[src/rtl/sspg_pkg.sv]
package sspg_pkg;
  localparam int KIND_W = 3;
  localparam int PRIV_W = 2;
  localparam int OUT_W  = 2;
  localparam int CLS_W  = 2;

  typedef enum logic [KIND_W-1:0] {
    K_FETCH   = 3'd0,
    K_LOAD    = 3'd1,
    K_STORE   = 3'd2,
    K_SS_PP   = 3'd3,
    K_SS_SWAP = 3'd4,
    K_IMPL_RD = 3'd5,
    K_IMPL_WR = 3'd6,
    K_SPARE   = 3'd7
  } kind_t;

  typedef enum logic [OUT_W-1:0] {
    OUT_PERMIT = 2'd0,
    OUT_ACCESS = 2'd1,
    OUT_PAGE   = 2'd2
  } outcome_t;

  typedef enum logic [CLS_W-1:0] {
    CLS_FETCH = 2'd0,
    CLS_LOAD  = 2'd1,
    CLS_STORE = 2'd2
  } class_t;

  localparam logic [PRIV_W-1:0] PRIV_MACHINE = 2'd3;

  typedef struct packed {
    logic     v;
    outcome_t o;
    class_t   c;
  } verdict_t;

  // Write-only leaf encoding is the shadow-stack page type.
  function automatic logic perm_is_ss(input logic r, input logic w, input logic x);
    return !r && w && !x;
  endfunction

  // Writable-executable without read stays reserved.
  function automatic logic perm_is_rsvd(input logic r, input logic w, input logic x);
    return !r && w && x;
  endfunction

  function automatic logic kind_is_ss(input kind_t k);
    return (k == K_SS_PP) || (k == K_SS_SWAP);
  endfunction

  // Class a fault would be reported with for an ordinary access kind.
  function automatic class_t natural_class(input kind_t k);
    case (k)
      K_FETCH:   return CLS_FETCH;
      K_LOAD,
      K_IMPL_RD: return CLS_LOAD;
      default:   return CLS_STORE;
    endcase
  endfunction

  // Standard permission test for ordinary access kinds.
  function automatic logic plain_grant(input kind_t k, input logic r, input logic w,
                                       input logic x);
    case (k)
      K_FETCH:   return x;
      K_LOAD,
      K_IMPL_RD: return r;
      default:   return r && w;
    endcase
  endfunction

  // Ordinary access that is a true implicit (non-instruction) reference.
  function automatic logic kind_is_implicit(input kind_t k);
    return (k == K_IMPL_RD) || (k == K_IMPL_WR) || (k == K_SPARE);
  endfunction
endpackage

[src/rtl/sspg_decode.sv]
module sspg_decode
  import sspg_pkg::*;
(
  input  logic              pte_r,
  input  logic              pte_w,
  input  logic              pte_x,
  input  logic [KIND_W-1:0] acc_kind,
  input  logic [PRIV_W-1:0] priv,
  input  logic              xlat_bare,
  output kind_t             kind,
  output logic              page_ss,
  output logic              page_rsvd,
  output logic              is_ss_ins,
  output logic              is_swap,
  output logic              at_machine,
  output logic              checks_off,
  output class_t            own_class
);
  always_comb begin
    kind       = kind_t'(acc_kind);
    page_ss    = perm_is_ss(pte_r, pte_w, pte_x);
    page_rsvd  = perm_is_rsvd(pte_r, pte_w, pte_x);
    is_ss_ins  = kind_is_ss(kind);
    is_swap    = (kind == K_SS_SWAP);
    at_machine = (priv == PRIV_MACHINE);
    checks_off = xlat_bare || at_machine;
    own_class  = natural_class(kind);
  end
endmodule

[src/rtl/sspg_ss_rules.sv]
module sspg_ss_rules
  import sspg_pkg::*;
(
  input  logic     clk,
  input  logic     rst_n,
  input  logic     active,
  input  logic     is_swap,
  input  logic     at_machine,
  input  logic     xlat_bare,
  input  logic     page_ss,
  output outcome_t ss_outcome,
  output class_t   ss_class
);
  logic swap_in_machine;
  logic bare_below_machine;
  logic wrong_page;

  always_comb begin
    swap_in_machine    = at_machine && is_swap;
    bare_below_machine = !at_machine && xlat_bare;
    wrong_page         = !at_machine && !xlat_bare && !page_ss;
    ss_class           = CLS_STORE;
    if (swap_in_machine || bare_below_machine) ss_outcome = OUT_ACCESS;
    else if (wrong_page)                        ss_outcome = OUT_PAGE;
    else                                        ss_outcome = OUT_PERMIT;
  end

  a_r5_swap_machine_fault: assert property (@(posedge clk) disable iff (!rst_n)
    (active && swap_in_machine) |-> (ss_outcome == OUT_ACCESS));
  a_r4_bare_fault: assert property (@(posedge clk) disable iff (!rst_n)
    (active && bare_below_machine) |-> (ss_outcome == OUT_ACCESS));
  a_r6_wrong_page: assert property (@(posedge clk) disable iff (!rst_n)
    (active && wrong_page) |-> (ss_outcome == OUT_PAGE));
endmodule

[src/rtl/sspg_plain_rules.sv]
module sspg_plain_rules
  import sspg_pkg::*;
(
  input  logic     clk,
  input  logic     rst_n,
  input  logic     active,
  input  kind_t    kind,
  input  logic     pte_r,
  input  logic     pte_w,
  input  logic     pte_x,
  input  logic     page_ss,
  input  logic     page_rsvd,
  input  logic     checks_off,
  input  class_t   own_class,
  output outcome_t pl_outcome,
  output class_t   pl_class
);
  logic ss_fetch_or_implicit;
  logic ss_store;
  logic perm_miss;

  always_comb begin
    ss_fetch_or_implicit = page_ss && ((kind == K_FETCH) || kind_is_implicit(kind));
    ss_store             = page_ss && (kind == K_STORE);
    perm_miss            = page_rsvd || !plain_grant(kind, pte_r, pte_w, pte_x);
    pl_class             = own_class;
    if (checks_off)                pl_outcome = OUT_PERMIT;
    else if (ss_fetch_or_implicit) pl_outcome = OUT_ACCESS;
    else if (ss_store)             pl_outcome = OUT_PAGE;
    else if (page_ss)              pl_outcome = OUT_PERMIT;
    else if (perm_miss)            pl_outcome = OUT_PAGE;
    else                           pl_outcome = OUT_PERMIT;
  end

  a_r1_ss_load_ok: assert property (@(posedge clk) disable iff (!rst_n)
    (active && !checks_off && page_ss && kind == K_LOAD) |-> (pl_outcome == OUT_PERMIT));
  a_r3_ss_fetch_access: assert property (@(posedge clk) disable iff (!rst_n)
    (active && !checks_off && page_ss && kind == K_FETCH) |->
      (pl_outcome == OUT_ACCESS && pl_class == CLS_FETCH));
  a_r9_checks_off_permit: assert property (@(posedge clk) disable iff (!rst_n)
    (active && checks_off) |-> (pl_outcome == OUT_PERMIT));
endmodule

[src/rtl/sspg_check.sv]
module sspg_check
  import sspg_pkg::*;
#(
  parameter int LATENCY = 1
) (
  input  logic              clk,
  input  logic              rst_n,
  input  logic              req_valid,
  input  logic              pte_r,
  input  logic              pte_w,
  input  logic              pte_x,
  input  logic [KIND_W-1:0] acc_kind,
  input  logic [PRIV_W-1:0] priv,
  input  logic              xlat_bare,
  output logic              rsp_valid,
  output logic [OUT_W-1:0]  rsp_outcome,
  output logic [CLS_W-1:0]  rsp_class
);
  kind_t    kind;
  logic     page_ss, page_rsvd, is_ss_ins, is_swap, at_machine, checks_off;
  class_t   own_class;
  outcome_t ss_outcome, pl_outcome;
  class_t   ss_class, pl_class;
  logic     ss_active, pl_active;
  verdict_t verdict_d;

  sspg_decode u_dec (
    .pte_r(pte_r), .pte_w(pte_w), .pte_x(pte_x), .acc_kind(acc_kind), .priv(priv),
    .xlat_bare(xlat_bare), .kind(kind), .page_ss(page_ss), .page_rsvd(page_rsvd),
    .is_ss_ins(is_ss_ins), .is_swap(is_swap), .at_machine(at_machine),
    .checks_off(checks_off), .own_class(own_class)
  );

  assign ss_active = req_valid && is_ss_ins;
  assign pl_active = req_valid && !is_ss_ins;

  sspg_ss_rules u_ss (
    .clk(clk), .rst_n(rst_n), .active(ss_active), .is_swap(is_swap),
    .at_machine(at_machine), .xlat_bare(xlat_bare), .page_ss(page_ss),
    .ss_outcome(ss_outcome), .ss_class(ss_class)
  );

  sspg_plain_rules u_pl (
    .clk(clk), .rst_n(rst_n), .active(pl_active), .kind(kind), .pte_r(pte_r),
    .pte_w(pte_w), .pte_x(pte_x), .page_ss(page_ss), .page_rsvd(page_rsvd),
    .checks_off(checks_off), .own_class(own_class), .pl_outcome(pl_outcome),
    .pl_class(pl_class)
  );

  always_comb begin
    verdict_d = '0;
    if (req_valid) begin
      verdict_d.v = 1'b1;
      verdict_d.o = is_ss_ins ? ss_outcome : pl_outcome;
      verdict_d.c = is_ss_ins ? ss_class : pl_class;
    end
  end

  verdict_t stage_q [LATENCY];

  for (genvar i = 0; i < LATENCY; i++) begin : g_stage
    if (i == 0) begin : g_first
      always_ff @(posedge clk) begin
        if (!rst_n) stage_q[0] <= '0;
        else        stage_q[0] <= verdict_d;
      end
    end else begin : g_next
      always_ff @(posedge clk) begin
        if (!rst_n) stage_q[i] <= '0;
        else        stage_q[i] <= stage_q[i-1];
      end
    end
  end

  assign rsp_valid   = stage_q[LATENCY-1].v;
  assign rsp_outcome = stage_q[LATENCY-1].o;
  assign rsp_class   = stage_q[LATENCY-1].c;

  a_r7_ss_store_class: assert property (@(posedge clk) disable iff (!rst_n)
    ss_active |-> (verdict_d.c == CLS_STORE));
  a_r10_idle_zero: assert property (@(posedge clk) disable iff (!rst_n)
    !rsp_valid |-> (rsp_outcome == 2'd0 && rsp_class == 2'd0));
  a_r10_legal_outcome: assert property (@(posedge clk) disable iff (!rst_n)
    rsp_valid |-> (rsp_outcome != 2'd3 && rsp_class != 2'd3));

  if (LATENCY == 1) begin : g_lat1_chk
    a_r10_valid_follows: assert property (@(posedge clk) disable iff (!rst_n)
      req_valid |=> rsp_valid);
    a_r10_idle_follows: assert property (@(posedge clk) disable iff (!rst_n)
      !req_valid |=> !rsp_valid);
  end
endmodule

[config.mk]
export PLATFORM = sky130hd
export DESIGN_NAME = sspg_check
export DESIGN_NICKNAME = d
export VERILOG_FILES = /design/src/rtl/sspg_pkg.sv /design/src/rtl/sspg_decode.sv /design/src/rtl/sspg_ss_rules.sv /design/src/rtl/sspg_plain_rules.sv /design/src/rtl/sspg_check.sv
export SDC_FILE = /design/constraint.sdc
export NUM_CORES = 1
export LEC_CHECK = 0
export BUFFER_PORTS_ARGS = -buffer_cell sky130_fd_sc_hd__buf_2
export CAP_MARGIN = 5
export CORE_AREA = 2 2 39 41
export DETAILED_ROUTE_END_ITERATION = 8
export DIE_AREA = 0 0 41 43
export PLACE_DENSITY = 0.47
export REMOVE_ABC_BUFFERS = 1
export SYNTH_ARGS = -nofsm -noshare
export SYNTH_HDL_FRONTEND = slang
export SYNTH_SLANG_ARGS = --single-unit
[constraint.sdc]
create_clock -name clk -period 1.1 [get_ports clk]
set_clock_uncertainty 0.05 [all_clocks]
set_input_delay 0.165 -clock clk [delete_from_list [all_inputs] [get_ports clk]]
set_output_delay 0.165 -clock clk [all_outputs]
set_load 0.02 [all_outputs]
==> results.txt <==
- Fraction of registers with async set/reset: 0%
- Total via count after detailed routing: 325
- Critical Path Sink Type: flip-flop
- DR top layer: met3
- # Max-Cap Violations: 0
* Yosys reg bits: 5
- Initial drt markers: 2
- Wire segments on met2 add up to 351 µm in the final route.
- The cell count after synthesis came out at 37.
- Most flops, register: stage_q
* Portion of total power attributed to combinational logic: 20.4%
- Total track usage: 10.5%
- Across all setup checks in the final design, the least slack found is 0.177 ns.
- Post-synth cell types: 21
- Final Hold Vio Count: 0
- After layout, the minimum clock period comes to 0.923 ns.
- Floorplan core area: between 1000 and 1500 µm²
- Gates resized, CTS repair: 0
- After routing the design area is 417 µm².
* Final setup violation count: 0
- Via count of the first global-routing pass: a little over 300
* Fraction of layout instances using a drive strength above 1: 39.7%
* Clock buffers created by TritonCTS: 3
- The critical path is of the in2reg type.
- Mux cell area share after synthesis: 0%
* Post-synthesis to final-layout area growth: 45.4%
- Critical-path cell list: buf_2, nor3b_1, a31oi_1, o2111ai_1, a21oi_1
* Pre-CTS setup slack: -0.0449 ns
- TritonCTS built the clock tree.
- For this block, the routed nets add up to just over 700 µm of wire.
* Fraction of power consumed by the clock network: 41.5%
- Counting instances, the worst hold path has a depth of 2.
- After routing, the total negative slack on setup checks comes to 0 ns.
* H-tree level count: 1
* Post-DR vias/cell: 4.39
- In this run the post-CTS setup repair buffer count came out at 0.
* Number of nets with antenna violations after detailed routing: 0
* Yosys warnings: 0
* Global placer's final weighted congestion: 0.717
* Post-synthesis xor/xnor area fraction: 3.06%
- I/O Buffers: 16
* Number of synthesized flops with an enable pin: 0
- Sequential cells were found to cover between 30% and 40% of the synthesized design area.
- Timing would allow up to between 1000 and 1500 MHz.
- Final Power: 0.500 mW
- Most used flip-flop cell after synthesis: sky130_fd_sc_hd__dfxtp_1
- Clock tree sinks: 5
- Worst vdd ir: between 0.2 and 0.25 mV
- The number of placed instances, taps included, is 70.
- Global-route wire length before repair: 1210 µm
- Setup repair after global routing left no endpoint under its margin.
* Delay of the slowest cell on the worst path: 0.37 ns
- Leak Pwr: just over 0.2 nW
- For the pin with the worst max-slew slack, the measured transition is 0.397 ns.
* Initial antenna violation count: 0
* Synth area leader: sky130_fd_sc_hd__dfxtp_1
- In this run the count of I/O pins placed on the die edge is 17.
- Pwr per Cell Area: 1200 nW/µm²
- Of all nets on the critical path, the largest fanout is 5.
- The worst pin sits at a relative slew slack of between 70% and 80%.
* Endpoint required time on the critical path: between 1 and 1.5 ns
- The die is 43 µm tall.
* Adder-cell share of the synthesized area: 0%
* Area share of and/or/nand/nor cells after synthesis: 25.3%
* Die area: 1760 µm²
* Number of detailed-route iterations in the first pass: 2
* Hold bufs inserted after CTS: 0
- Drt wl/cell: slightly below 10 µm
* Crit path launch type: input port
- In the detailed route, the total length drawn on met3 is 50 µm.
- Root buffer cell: sky130_fd_sc_hd__clkbuf_4
- The synthesized netlist devotes 27.5% of its cell area to compound gates.
- Starting density of the core: 20.7%
- Internal power comes to 0.371 mW.
- After synthesis, the largest family of logic cells by area is compound AO/OA/AOI/OAI gates.
- Fraction of power consumed by sequential logic: 38.2%
* Number of placement rows: 14
- CTS Buffer Depth: 2
- Status: complete, no violations
* Met1 wire length: approximately 320 µm
- The register with the most flip-flops in the layout has 5 of them.
* Area after detailed placement: 390 µm²
- The largest registers in the layout are stage_q: 5 flops.
- Family with the most delay on the worst path: simple AND/OR/NAND/NOR gates
* Launch instance of the worst min-delay path: pte_w
- The most common cell in the synthesized netlist is sky130_fd_sc_hd__dfxtp_1.
* Post-Synthesis Mean Instance Area: 7.74 µm²
- Terminating pin of the worst hold path: stage_q[0][3]
- Switching Fraction: 25.8%
- After clock tree synthesis, the clock-pin slew on the worst setup and hold paths is 0.04 ns.
* Share of Yosys cell area claimed by the top area cell type: 34.9%
- Global route overflow: 0
- In this run the cell area of the synthesized design comes to about 290 µm².
- Critical Path AT: 1.00 ns
- For this run, the number of standard cells in the final layout without fillers is 74.
- The final critical path takes up between 80 and 90% of the cycle.
* DRC Markers: 0
* Switching power summed over all nets: 0.129 mW
* Top cells by area in the synthesized netlist: sky130_fd_sc_hd__dfxtp_1 (35%), sky130_fd_sc_hd__a21oi_1 (7.0%), sky130_fd_sc_hd__nor3_1 (5.2%)
* Horizontal die dimension: ~41 µm
- Number of antenna repair diodes: 0
- The number of buffers and inverters on the critical path is 1.
- Number of nets in the layout: 71
- On the critical path, the stage with the largest delay is an instance of sky130_fd_sc_hd__nor3b_1.
* Number of pins with negative max-slew slack in the final report: 0
- The tightest min-delay check is of the in2reg type.
- The commonest cells after synthesis are sky130_fd_sc_hd__dfxtp_1 (5), sky130_fd_sc_hd__a21oi_1 (4), sky130_fd_sc_hd__inv_1 (3), sky130_fd_sc_hd__nand2_1 (3), sky130_fd_sc_hd__nor3_1 (3).
- Maximum number of pins on one net before global-route repair: 9
==> per-stage QoR <==
stage	hold WS [ns]	util (%)
finish	0.0976	30.1
global placement	0.340	28.2
global route	0.0994	30.1
floorplan	0.193	-
CTS	0.0863	30.1
detailed placement	0.346	28.2
==> final cells by class <==
type                       count  area (µm²)
fill                         152         967
multi-input combinational     27         160
sequential                     5         100
timing repair buffer          18        95.1
clock buffer                   4        26.3
tap                           16        20.0
inverter                       4        15.0
==> worst max path at each step <==
stage	startpoint	endpoint	slack, ns	depth (start not counted)
after global routing	pte_x	stage_q[0][3]	0.11	5
after floorplan	pte_x	stage_q[0][3]	0.23	4
final	pte_x	stage_q[0][3]	0.18	5
after global placement	pte_x	stage_q[0][3]	0.02	5
after detailed placement	pte_x	stage_q[0][3]	-0.04	5
after CTS	stage_q[0][3]	rsp_outcome[1]	0.17	1
==> power groups by stage <==
stage | clock [mW] | combinational, mW | sequential (mW)
after CTS | 0.222 | 0.102 | 0.191
final | 0.207 | 0.102 | 0.191
after detailed placement | 0 | 0.102 | 0.194
after global routing | 0.239 | 0.114 | 0.191
after floorplan | 0 | 0.0372 | 0.204
after global placement | 0 | 0.102 | 0.194
==> cells in the final DEF (no fill, tap or decap) <==
cell,count
sky130_fd_sc_hd__nor2_1,1
sky130_fd_sc_hd__clkbuf_1,1
sky130_fd_sc_hd__nor3_1,3
sky130_fd_sc_hd__dfxtp_1,5
sky130_fd_sc_hd__and3b_1,1
sky130_fd_sc_hd__o2111ai_1,1
sky130_fd_sc_hd__o21ai_1,2
sky130_fd_sc_hd__xnor2_1,1
sky130_fd_sc_hd__o21ai_0,2
sky130_fd_sc_hd__a221oi_1,1
sky130_fd_sc_hd__a31oi_1,1
sky130_fd_sc_hd__nor2_2,1
sky130_fd_sc_hd__o211ai_1,1
sky130_fd_sc_hd__a21oi_1,4
sky130_fd_sc_hd__o21bai_1,1
sky130_fd_sc_hd__inv_2,1
sky130_fd_sc_hd__nor3b_1,2
sky130_fd_sc_hd__buf_4,2
sky130_fd_sc_hd__buf_2,16
sky130_fd_sc_hd__nor4_1,1
sky130_fd_sc_hd__nor2b_1,1
sky130_fd_sc_hd__inv_1,3
sky130_fd_sc_hd__clkbuf_4,3
sky130_fd_sc_hd__nand2_1,3
==> layer usage <==
layer	GRT usage, %	up-vias
met5	0	-
li1	-	175
met1	11.5	141
met3	3.14	0
met2	15.0	9
met4	10.0	0
==> logic make-up (layout without fill, tap and decap cells) <==
kind of cell,after synthesis,after routing
AOI/OAI and AO/OA,13,13
buffers and inverters,5,26
xor gates and xnor gates,1,1
DFF,5,5
and+or+nand+nor,13,13
No activity file was read; power rests on OpenSTA's default activity.
